[src/rtl/pwrbtn_pkg.sv]
package pwrbtn_pkg;

  typedef enum logic [1:0] {
    ST_IDLE  = 2'd0,
    ST_PULSE = 2'd1,
    ST_GAP   = 2'd2,
    ST_HOLD  = 2'd3
  } stretch_st_e;

  // length of the forced release gap
  function automatic int unsigned gap_len(input int unsigned offset_c,
                                          input int unsigned t0_c);
    return offset_c - t0_c;
  endfunction

  // width needed to hold the larger of two reload values
  function automatic int unsigned timer_bits(input int unsigned a,
                                             input int unsigned b);
    int unsigned m;
    m = (a > b) ? a : b;
    return (m < 2) ? 1 : $clog2(m);
  endfunction

  // phases in which the chipset sees the button asserted
  function automatic logic phase_asserts(input stretch_st_e st);
    return (st == ST_PULSE) || (st == ST_HOLD);
  endfunction

endpackage

[src/rtl/pb_edge_detect.sv]
module pb_edge_detect (
  input  logic clk,
  input  logic rst_n,
  input  logic btn_n_i,
  output logic pressed_o,
  output logic rise_o,
  output logic fall_o
);
  logic pressed_q;
  logic prev_q;

  always_ff @(posedge clk or negedge rst_n) begin
    if (!rst_n) begin
      pressed_q <= 1'b0;
      prev_q    <= 1'b0;
    end else begin
      pressed_q <= ~btn_n_i;
      prev_q    <= pressed_q;
    end
  end

  assign pressed_o = pressed_q;
  assign rise_o    = pressed_q & ~prev_q;
  assign fall_o    = ~pressed_q & prev_q;
endmodule

[src/rtl/pb_phase_timer.sv]
module pb_phase_timer #(
  parameter int unsigned CNT_W = 8
) (
  input  logic             clk,
  input  logic             rst_n,
  input  logic             load_i,
  input  logic [CNT_W-1:0] load_val_i,
  output logic [CNT_W-1:0] cnt_o,
  output logic             zero_o
);
  logic [CNT_W-1:0] cnt_q;

  always_ff @(posedge clk or negedge rst_n) begin
    if (!rst_n)             cnt_q <= '0;
    else if (load_i)        cnt_q <= load_val_i;
    else if (cnt_q != '0)   cnt_q <= cnt_q - 1'b1;
  end

  assign cnt_o  = cnt_q;
  assign zero_o = (cnt_q == '0);
endmodule

[src/rtl/pb_stretch_fsm.sv]
module pb_stretch_fsm
  import pwrbtn_pkg::*;
#(
  parameter int unsigned CNT_W     = 8,
  parameter int unsigned T0_LOAD   = 3,
  parameter int unsigned GAP_LOAD  = 6
) (
  input  logic             clk,
  input  logic             rst_n,
  input  logic             sys_on_i,
  input  logic             pressed_i,
  input  logic             rise_i,
  input  logic             zero_i,
  output stretch_st_e      st_o,
  output logic             load_o,
  output logic [CNT_W-1:0] load_val_o
);
  stretch_st_e st_q, st_d;
  logic        abort;

  assign abort = ~sys_on_i | ~pressed_i;

  always_comb begin
    st_d       = st_q;
    load_o     = 1'b0;
    load_val_o = '0;
    unique case (st_q)
      ST_IDLE: begin
        if (sys_on_i && rise_i) begin
          st_d       = ST_PULSE;
          load_o     = 1'b1;
          load_val_o = CNT_W'(T0_LOAD);
        end
      end
      ST_PULSE: begin
        if (abort) st_d = ST_IDLE;
        else if (zero_i) begin
          st_d       = ST_GAP;
          load_o     = 1'b1;
          load_val_o = CNT_W'(GAP_LOAD);
        end
      end
      ST_GAP: begin
        if (abort)       st_d = ST_IDLE;
        else if (zero_i) st_d = ST_HOLD;
      end
      ST_HOLD: begin
        if (abort) st_d = ST_IDLE;
      end
      default: st_d = ST_IDLE;
    endcase
  end

  always_ff @(posedge clk or negedge rst_n) begin
    if (!rst_n) st_q <= ST_IDLE;
    else        st_q <= st_d;
  end

  assign st_o = st_q;
endmodule

[src/rtl/pwrbtn_stretch.sv]
module pwrbtn_stretch
  import pwrbtn_pkg::*;
#(
  parameter int unsigned T0_CYCLES     = 32000,
  parameter int unsigned OFFSET_CYCLES = 4000000
) (
  input  logic clk,
  input  logic rst_n,
  input  logic btn_n_i,
  input  logic sys_on_i,
  output logic chip_btn_n_o,
  output logic press_evt_o,
  output logic release_evt_o
);
  localparam int unsigned T1_CYCLES = gap_len(OFFSET_CYCLES, T0_CYCLES);
  localparam int unsigned CNT_W     = timer_bits(T0_CYCLES, T1_CYCLES);
  localparam int unsigned T0_LOAD   = T0_CYCLES - 1;
  localparam int unsigned GAP_LOAD  = T1_CYCLES - 1;

  logic             pressed_q;
  logic             rise_w;
  logic             fall_w;
  logic             tmr_load;
  logic [CNT_W-1:0] tmr_load_val;
  logic [CNT_W-1:0] tmr_cnt;
  logic             tmr_zero;
  stretch_st_e      st_q;

  // named internal events, observed by the checker
  logic pulse_done;
  logic gap_done;
  logic stretch_assert;

  pb_edge_detect u_edge (
    .clk       (clk),
    .rst_n     (rst_n),
    .btn_n_i   (btn_n_i),
    .pressed_o (pressed_q),
    .rise_o    (rise_w),
    .fall_o    (fall_w)
  );

  pb_phase_timer #(.CNT_W(CNT_W)) u_timer (
    .clk        (clk),
    .rst_n      (rst_n),
    .load_i     (tmr_load),
    .load_val_i (tmr_load_val),
    .cnt_o      (tmr_cnt),
    .zero_o     (tmr_zero)
  );

  pb_stretch_fsm #(
    .CNT_W    (CNT_W),
    .T0_LOAD  (T0_LOAD),
    .GAP_LOAD (GAP_LOAD)
  ) u_fsm (
    .clk        (clk),
    .rst_n      (rst_n),
    .sys_on_i   (sys_on_i),
    .pressed_i  (pressed_q),
    .rise_i     (rise_w),
    .zero_i     (tmr_zero),
    .st_o       (st_q),
    .load_o     (tmr_load),
    .load_val_o (tmr_load_val)
  );

  assign pulse_done     = (st_q == ST_PULSE) && tmr_zero;
  assign gap_done       = (st_q == ST_GAP) && tmr_zero;
  assign stretch_assert = phase_asserts(st_q);

  assign chip_btn_n_o  = sys_on_i ? ~stretch_assert : ~pressed_q;
  assign press_evt_o   = sys_on_i & rise_w;
  assign release_evt_o = sys_on_i & fall_w;
endmodule

[config.mk]
export PLATFORM = sky130hd
export DESIGN_NAME = pwrbtn_stretch
export DESIGN_NICKNAME = d
export VERILOG_FILES = /design/src/rtl/pwrbtn_pkg.sv /design/src/rtl/pb_edge_detect.sv /design/src/rtl/pb_phase_timer.sv /design/src/rtl/pb_stretch_fsm.sv /design/src/rtl/pwrbtn_stretch.sv
export SDC_FILE = /design/constraint.sdc
export NUM_CORES = 1
export LEC_CHECK = 0
export CELL_PAD_IN_SITES_DETAIL_PLACEMENT = 2
export CELL_PAD_IN_SITES_GLOBAL_PLACEMENT = 2
export CORE_MARGIN = 10
export CORE_UTILIZATION = 41
export DETAILED_ROUTE_END_ITERATION = 10
export PLACE_DENSITY_LB_ADDON = 0.08
export SYNTH_ARGS = -nofsm -noshare
export SYNTH_HDL_FRONTEND = slang
export SYNTH_SLANG_ARGS = --single-unit
[constraint.sdc]
create_clock -name clk -period 3.9 [get_ports clk]
set_clock_uncertainty 0.15 [all_clocks]
set_input_delay 0.975 -clock clk [delete_from_list [all_inputs] [get_ports clk]]
set_output_delay 0.975 -clock clk [all_outputs]
set_load 0.005 [all_outputs]
Word-level counts from Yosys, hierarchy flattened:

Index checks and enable logic that the tools add are counted.
Widths: inputs -> output; s select.

* register bits after elaboration: 26
* bits of input ports: 4
* output and inout port bits: 3
* logic and storage cells: 47

* add/subtract/negate cells: 1
* equal/unequal tests: 7
* multiplexer cells: 18
* bitwise gates (word level): 10
* reduce and logical (&&, ||, !) cells: 7

Operators with widths (count)
* $mux 22: 4
* $pmux 22 s2: 1
* $logic_not 22->1: 1
* $reduce_bool 22->1: 1
* $sub 22x1->22 const B: 1
* $mux 15: 1
* $mux 2: 6
* $pmux 2 s4: 1
* $ne 3x2->1 const B: 2
* $not 1->1: 5
* $and 1x1->1: 4
* $eq 2x2->1 const B: 2
* $mux 1: 4
* $ne 2x1->1 const B: 2
* $reduce_and 4->1: 1
* $eq 2x1->1 const B: 1
* $logic_not 2->1: 1
* $pmux 1 s2: 1
* $reduce_bool 2->1: 1
* $logic_and 1x1->1: 1
* $logic_or 1x1->1: 1
* $or 1x1->1: 1

Logic depth before layout (Yosys ltp):

Gate-level depths: netlist of the first run.

* word-level depth: 6
* mapped depth: 7
* mapped depth without buffers: 7

Cells and area by module:

Synthesis of the first run repeated with hierarchy kept, for this count alone.

* cells, all modules: 192
* area, all modules: 1721.7 um2

Modules (own cells, without submodules)
* pb_phase_timer: instances 1, cells an instance 150, area each 1362.6 um2, sequential area each 550.5 um2
* pb_stretch_fsm: instances 1, cells an instance 34, area each 265.3 um2, sequential area each 50.0 um2
* pb_edge_detect: instances 1, cells an instance 5, area each 68.8 um2, sequential area each 50.0 um2
* pwrbtn_stretch: instances 1, cells an instance 3, area each 25.0 um2, sequential area each 0.0 um2

Worst setup path before layout of the first run:

No wires, ideal clock.

* kind: in2out
* start: in sys_on_i
* end: out press_evt_o
* data arrival time: 1200 ps
* data required time: 2775 ps
* path slack: 1575 ps
* stages: 2
* path buffers: 0
* cells stage by stage: nand2_1 nor2_1

* word-level cells in the longest chain between the ends: 1

RTL lines
* from (decl): RTL line pwrbtn_stretch.sv:10 `input logic sys_on_i,`
* $and 1x1->1: RTL line pwrbtn_stretch.sv:73 `assign press_evt_o = sys_on_i & rise_w;`
* to (decl): RTL line pwrbtn_stretch.sv:12 `output logic press_evt_o,`

No other way between the ends.

Worst setup path after layout of the first run:

Ends and elaborated chain as after synthesis.

==> results of run 1 <==
-- how the worst max path moves through the flow --
stage / cells past startpoint / end / slack (ps) / from
final: 4 / press_evt_o / 480 / sys_on_i
after global routing: 4 / press_evt_o / 400 / sys_on_i
after CTS: 4 / press_evt_o / 470 / sys_on_i
after detailed placement: 4 / press_evt_o / 460 / sys_on_i
after global placement: 4 / press_evt_o / 510 / sys_on_i
after floorplan: 2 / press_evt_o / 1570 / sys_on_i
-- kinds of logic (layout without fill, tap and decap cells) --
kind of cell	count (synthesis)	after routing	synth area share
buf+inv	9	15	0.03259
fa+ha+maj	1	1	0.008575
compound gates	24	24	0.1012
mux	4	4	0.02830
flops	26	26	0.4460
xor+xnor	13	13	0.07805
simple gates	70	70	0.3053
-- area by class of cell --
type	instances	area, um2	share of cell area
Clock buffer	3	22.52	0.01401
Clock inverter	1	30.03	0.01868
Inverter	3	11.26	0.007004
Multi-Input combinational cell	112	760.7	0.4732
Sequential cell	26	650.6	0.4047
Tap cell	46	57.56	0.03580
Timing Repair Buffer	8	75.07	0.04669
-- flip-flops by register name, indices dropped and copies added (netlist names) --
name              count
u_edge.pressed_o      1
u_edge.prev_q         1
u_fsm.st_o            2
u_timer.cnt_o        22
-- stage by stage --
stage                     setup slack [ps]  cells  utilization  power (mW)  hold WS (ps)
after floorplan                       1575    147            -      0.3801         236.8
after global placement               510.5    195       0.4588      0.4085         257.0
after global routing                 401.6    199       0.4743      0.6303         327.0
after detailed placement             463.1    195       0.4588      0.4165         273.2
after CTS                            468.9    199       0.4743      0.6077         310.7
final                                481.9    199       0.4743      0.5990         299.6
-- cell usage after synthesis, types with 2 or more instances --
| cell | n |
|---|---|
| dfrtp_1 | 26 |
| nor2_1 | 14 |
| xnor2_1 | 10 |
| nand2_1 | 9 |
| nor3_1 | 9 |
| nor4_1 | 6 |
| o21ai_0 | 6 |
| or3_1 | 6 |
| a21oi_1 | 5 |
| o21ai_1 | 4 |
| and2_1 | 3 |
| inv_1 | 3 |
| mux2i_1 | 3 |
| nand3_1 | 3 |
| nor3_2 | 3 |
| nor4_4 | 3 |
| o21ai_2 | 3 |
| o31ai_1 | 3 |
| or4_1 | 3 |
| xor2_1 | 3 |
| and4b_1 | 2 |
| buf_2 | 2 |
| clkbuf_1 | 2 |
-- power breakdown --
group          switching (mW)  internal (mW)  leakage (nW)
Sequential             0.0302          0.293         0.300
Combinational          0.0438         0.0422         0.293
Clock                  0.0855          0.104        0.0279
Total                   0.160          0.439         0.621
-- layer usage --
metal | GRT usage | share of wire | up-vias
met4 | 0.01613 | 0.0034 | 0
met2 | 0.2338 | 0.52 | 8
li1 | - | - | 545
met5 | 0 | 0 | -
met3 | 0.02703 | 0.018 | 2
met1 | 0.1577 | 0.46 | 579
-- critical path, stage by stage --
cell             delay, ps
clkdlybuf4s50_1        510
nand2_1                140
nor2_1                 150
clkdlybuf4s50_1        520
-- cells in the final DEF (no fill, tap or decap), types with 4 or more instances in the layout --
cell type        synthesis  layout
nor4_1                   6       6
nand2_1                  9       9
xnor2_1                 10      10
o21ai_0                  6       6
nor3_1                   9       9
o21ai_1                  4       4
dfrtp_1                 26      26
nor2_1                  14      14
a21oi_1                  5       5
or3_1                    6       6
clkdlybuf4s50_1          0       6
==> impl_metrics.yaml, run 1 <==
sta:
  tightest_slew_ps: 544.4
  layout_min_cycle_time_ps: 3418
  fmax_mhz: 292.6
  finalCritPeriodShare: 0.8764
  rsz0062_at_grt: "no"
  setup_viol: 0
  finalHoldViolCount: 0
  tns_ps: 0
  slew_viol_final: 0
  max_slew_margin: 0.6362
power_and_ir_drop:
  power_leakage_nw: 0.6215
  ir_drop_mv: 0.1975
  powerDensity_mw_per_mm2: 372.6
grt:
  grt_pass1_vias: 1276
  antenna_found_initial: 0
  grt_max_degree: 27
  track_usage: 0.1299
  globalRouteOverflowTotal: 0
  grt_pass1_wl_um: 6603
logic_synthesis:
  syn_area_mm2: 0.001459
  synth_cell_types: 39
  synth_sequential_area_ratio: 0.4460
  synth.area.top_cells: "dfrtp_1 (45%), xnor2_1 (6.0%), nor4_4 (4.4%)"
  yosysWarnings: 0
  ys_async_sr_fraction: 1.000
  synth_top_cell_by_area: "dfrtp_1"
  synthCells: 147
  syn-mean-instance-area_um2: 9.924
  ys_ff_latch: 26
  synth_edf_count: 0
  synth_nets: 152
  synth_top_area_share: 0.4460
  synth_ff_type: "dfrtp_1"
cells_and_area:
  drive_gt1_frac: 0.1111
  area_growth_pct: 10.21
  n_fill_cell: 345
  antennaDiodeCount: 0
  finish.instance_area_mm2: 0.001608
  final_nets: 159
routing:
  wl_per_cell_um: 19.33
  ant_nets: 0
  vias: 1134
  dr.first_iter.drc_count: 57
  routed_wl_um: 3846
  viasPerCell: 5.698
  drc: 0
  first_pass_iters: 4
status:
  outcome: "finished clean"
critical_path:
  r2r-start: "u_timer.cnt_o[7]$_DFFE_PN0P_"
  r2r_setup_slack_ps: 1230
  cp_data_required_time_ps: 2770
  end_kind: "output pin"
  worstPathMaxFanout: 5
  reg2reg_depth: 5
  path_class: "input port to output pin"
  crit_arrival_ps: 2290
  critPathLaunchType: "input port"
  worstReg2RegEnd: "u_timer.cnt_o[18]$_DFFE_PN0P_"
floorplanning:
  start_util: 0.4304
  pin_count: 7
  rows: 21
  die_w_um: 79.65
  die-area_mm2: 0.006344
  die_h_um: 79.65
  core_area_mm2: 0.003390
placed_design:
  gp_congestion: 0.7741
  placed_area_mm2: 0.001555
  dp_hpwl_um: 2708
  port_buffers: 6
cts:
  cts_tree: "built"
  numCtsBuffers: 3
  h-tree-depth: 1
  max-clock-path-buffers: 2
  cts.sinks: 26
  ctsRootBufferMaster: "clkbuf_4"
  post_cts_buffers: 0
  clk_latency_ps: 330
  cts_hold_repair.buffers: 0
  cts.repair.resized: 0
  path_clk_slew_ps: 140
hold_path:
  hold_path_class: "flip-flop to flip-flop"
  worstHoldEndpoint: "u_edge.prev_q$_DFF_PN0_"
  hp-start: "u_edge.pressed_o$_DFF_PN0_"
  hold_path_depth: 0
flow_run:
  max_cap_violations: 0
(Power assumes the default switching activity.)
==> inputs of run 2 (changes only) <==
--- a/config.mk
+++ b/config.mk
@@ -5,10 +5,11 @@
 export SDC_FILE = /design/constraint.sdc
 export NUM_CORES = 1
 export LEC_CHECK = 0
+export ABC_AREA = 1
 export CELL_PAD_IN_SITES_DETAIL_PLACEMENT = 2
 export CELL_PAD_IN_SITES_GLOBAL_PLACEMENT = 2
 export CORE_MARGIN = 10
-export CORE_UTILIZATION = 41
+export CORE_UTILIZATION = 40
 export DETAILED_ROUTE_END_ITERATION = 10
 export PLACE_DENSITY_LB_ADDON = 0.08
 export SYNTH_ARGS = -nofsm -noshare
==> constraint.sdc (replaced) <==
create_clock -name clk -period 4.1 [get_ports clk]
set_clock_uncertainty 0.15 [all_clocks]
set_input_delay 1.025 -clock clk [delete_from_list [all_inputs] [get_ports clk]]
set_output_delay 1.025 -clock clk [all_outputs]
set_load 0.005 [all_outputs]
==> run 2 against run 1 <==
  * Register-to-register slack improved by 520 ps
  * Total power rose by 36%
  * Setup slack better by 38 ps
  * Routed wire length grew 24%
  * Largest cell class unchanged
==> impl_metrics.yaml, run 2 <==
status:
  outcome: "finished clean"
cells_and_area:
  largest_register_ffs: 22
  final_nets: 231
  finish.instance_area_mm2: 0.001929
  antennaDiodeCount: 0
  layout_common_cells: "nand2_1 (45), nor2_1 (29), dfrtp_1 (26)"
  layout_commonest_cell: "nand2_1"
  area_growth_pct: 8.821
  drive_gt1_frac: 0.2222
  n_fill_cell: 504
logic_synthesis:
  synth_simple_gate_area_share: 0.4277
  synth_top_area_share: 0.3670
  synth_edf_count: 0
  synth_common_cells: "nand2_1 (45), nor2_1 (29), dfrtp_1 (26)"
  synth_top_family_by_area: "simple AND/OR/NAND/NOR gates"
  ys_async_sr_fraction: 1.000
  synth_fa_ha_area_frac: 0.007057
  synth.area.top_cells: "dfrtp_1 (37%), nand2_1 (9.5%), nor2_4 (7.6%)"
  synthXorXnorAreaFrac: 0.03952
  syn_area_mm2: 0.001773
  yosysMostFrequentCell: "nand2_1"
  synth_ff_type: "dfrtp_1"
  syn-mean-instance-area_um2: 8.208
  ys_ff_latch: 26
  synth_top_cell_by_area: "dfrtp_1"
  yosysWarnings: 0
  synth_sequential_area_ratio: 0.3670
  synth_nets: 221
  synth_cell_types: 34
  synth-compound-area-share: 0.08680
  synthCells: 216
  synthMuxAreaShare: 0.005646
sta:
  rsz0062_at_grt: "no"
  finalHoldViolCount: 0
  finalCritPeriodShare: 0.8731
  tns_ps: 0
  setup_viol: 0
  tightest_slew_ps: 560.2
  fmax_mhz: 279.4
  slew_viol_final: 0
  layout_min_cycle_time_ps: 3580
  max_slew_margin: 0.6256
power_and_ir_drop:
  p_seq_frac: 0.461
  ir_drop_mv: 0.2034
  clkPwrFrac: 0.213
  p_sw_frac: 0.3946
  powerDensity_mw_per_mm2: 420.9
  p_int_mw: 0.4916
  power_leakage_nw: 0.8846
  combPwrFrac: 0.326
  power_switching_mw: 0.3205
cts:
  cts.sinks: 26
  max-clock-path-buffers: 2
  cts_hold_repair.buffers: 0
  cts_tree: "built"
  ctsRootBufferMaster: "clkbuf_8"
  clk_latency_ps: 280
  cts.repair.resized: 0
  numCtsBuffers: 3
  path_clk_slew_ps: 90
  h-tree-depth: 1
  post_cts_buffers: 0
critical_path:
  crit_chain: "clkdlybuf4s50_1, nand2_2, nor2_2, clkdlybuf4s50_1"
  crit_arrival_ps: 2400
  cp_slowest_cell: "clkdlybuf4s50_1"
  worstPathMaxFanout: 4
  cp_data_required_time_ps: 2920
  path_class: "input port to output pin"
  slowest_delay_ps: 550
  crit_family: "buffers and inverters"
  critPathLaunchType: "input port"
  crit_path_frequent_cell: "clkdlybuf4s50_1"
  end_kind: "output pin"
  path_buf_inv: 2
routing:
  wl_per_cell_um: 17.23
  vias: 1473
  first_pass_iters: 4
  ant_nets: 0
  viasPerCell: 5.318
  routed_wl_um: 4773
  dr.first_iter.drc_count: 70
  drc: 0
floorplanning:
  die_h_um: 86.58
  core_area_mm2: 0.004324
  rows: 24
  die-area_mm2: 0.007495
  start_util: 0.4100
  pin_count: 7
  die_w_um: 86.58
placed_design:
  dp_hpwl_um: 3801
  port_buffers: 6
  gp_congestion: 0.7640
  placed_area_mm2: 0.001874
flow_run:
  max_cap_violations: 0
grt:
  grt_pass1_wl_um: 8618
  antenna_found_initial: 0
  globalRouteOverflowTotal: 0
  grt_max_degree: 27
  track_usage: 0.1400
  grt_pass1_vias: 1709
hold_path:
  hold_path_class: "flip-flop to flip-flop"
[run 2: changes by cell type after synthesis, sizes merged, moves of 9 or more]
cell / previous run / this run
a21oi: 5 / 15
nand2: 9 / 52
inv: 3 / 23
nor2: 14 / 54
o21ai: 13 / 4
nor4: 10 / 0
[run 2: final cells by class]
| type | count | area (um2) | share of cell area |
|---|---|---|---|
| clock buffer | 4 | 55.05 | 0.02853 |
| inverter | 23 | 86.33 | 0.04475 |
| multi-input combinational | 165 | 1005 | 0.5208 |
| sequential | 26 | 650.6 | 0.3372 |
| tap | 52 | 65.06 | 0.03372 |
| timing repair buffer | 7 | 67.56 | 0.03502 |
[run 2: worst paths after layout]
kind | from | endpoint | slack (ps) | depth (start not counted)
worst max-delay path | sys_on_i | press_evt_o | 520 | 4
worst min-delay path | u_edge.pressed_o$_DFF_PN0_ | u_edge.prev_q$_DFF_PN0_ | 330 | 0
worst max register to register | u_timer.cnt_o[0]$_DFFE_PN0P_ | u_timer.cnt_o[8]$_DFFE_PN0P_ | 1750 | 7
worst min register to register | u_edge.pressed_o$_DFF_PN0_ | u_edge.prev_q$_DFF_PN0_ | 330 | 0
max in group asynchronous | rst_n | u_timer.cnt_o[21]$_DFFE_PN0P_ | 2570 | 2
min in group asynchronous | rst_n | u_timer.cnt_o[5]$_DFFE_PN0P_ | 960 | 2
[run 2: per-layer routing]
metal	GRT usage	part of all wire	vias to the layer above
met2	0.2530	0.53	13
met3	0.01876	0.016	5
met5	0	0	-
met4	0.02651	0.0080	0
met1	0.1720	0.45	750
li1	-	-	705
[run 2: metrics by stage]
| stage | power (mW) | setup slack, ps | util | cells | hold WS (ps) |
|---|---|---|---|---|---|
| floorplan | 0.5670 | 1676 | - | 216 | 280.6 |
| global placement | 0.6198 | 556.5 | 0.4334 | 273 | 296.5 |
| detailed placement | 0.6481 | 489.6 | 0.4334 | 273 | 314.8 |
| CTS | 0.8218 | 494.1 | 0.4462 | 277 | 331.0 |
| global route | 0.8828 | 430.3 | 0.4462 | 277 | 368.3 |
| finish | 0.8121 | 520.4 | 0.4462 | 277 | 325.8 |
[run 2: worst reg2reg max path: stages, from the launching register on]
cell and delay [ps]:
dfrtp_1 390, inv_1 110, ha_1 330, nand2_4 130, nor2_8 190, nand3_4 260, nor2_4 550, nor3_1 110
[run 2: cells by family after synthesis]
logic type | Yosys count
simple gates | 132
compound gates | 23
flops | 26
buf+inv | 25
mux | 1
fa+ha+maj | 1
xor+xnor | 8
[run 2: power groups by stage]
stage | clock [mW] | combinational, mW | sequential [mW]
2_1_floorplan | 0 | 0.207 | 0.360
3_3_place_gp | 0 | 0.249 | 0.371
3_5_place_dp | 0 | 0.271 | 0.377
4_1_cts | 0.177 | 0.271 | 0.374
5_1_grt | 0.190 | 0.309 | 0.383
6_report | 0.173 | 0.265 | 0.374
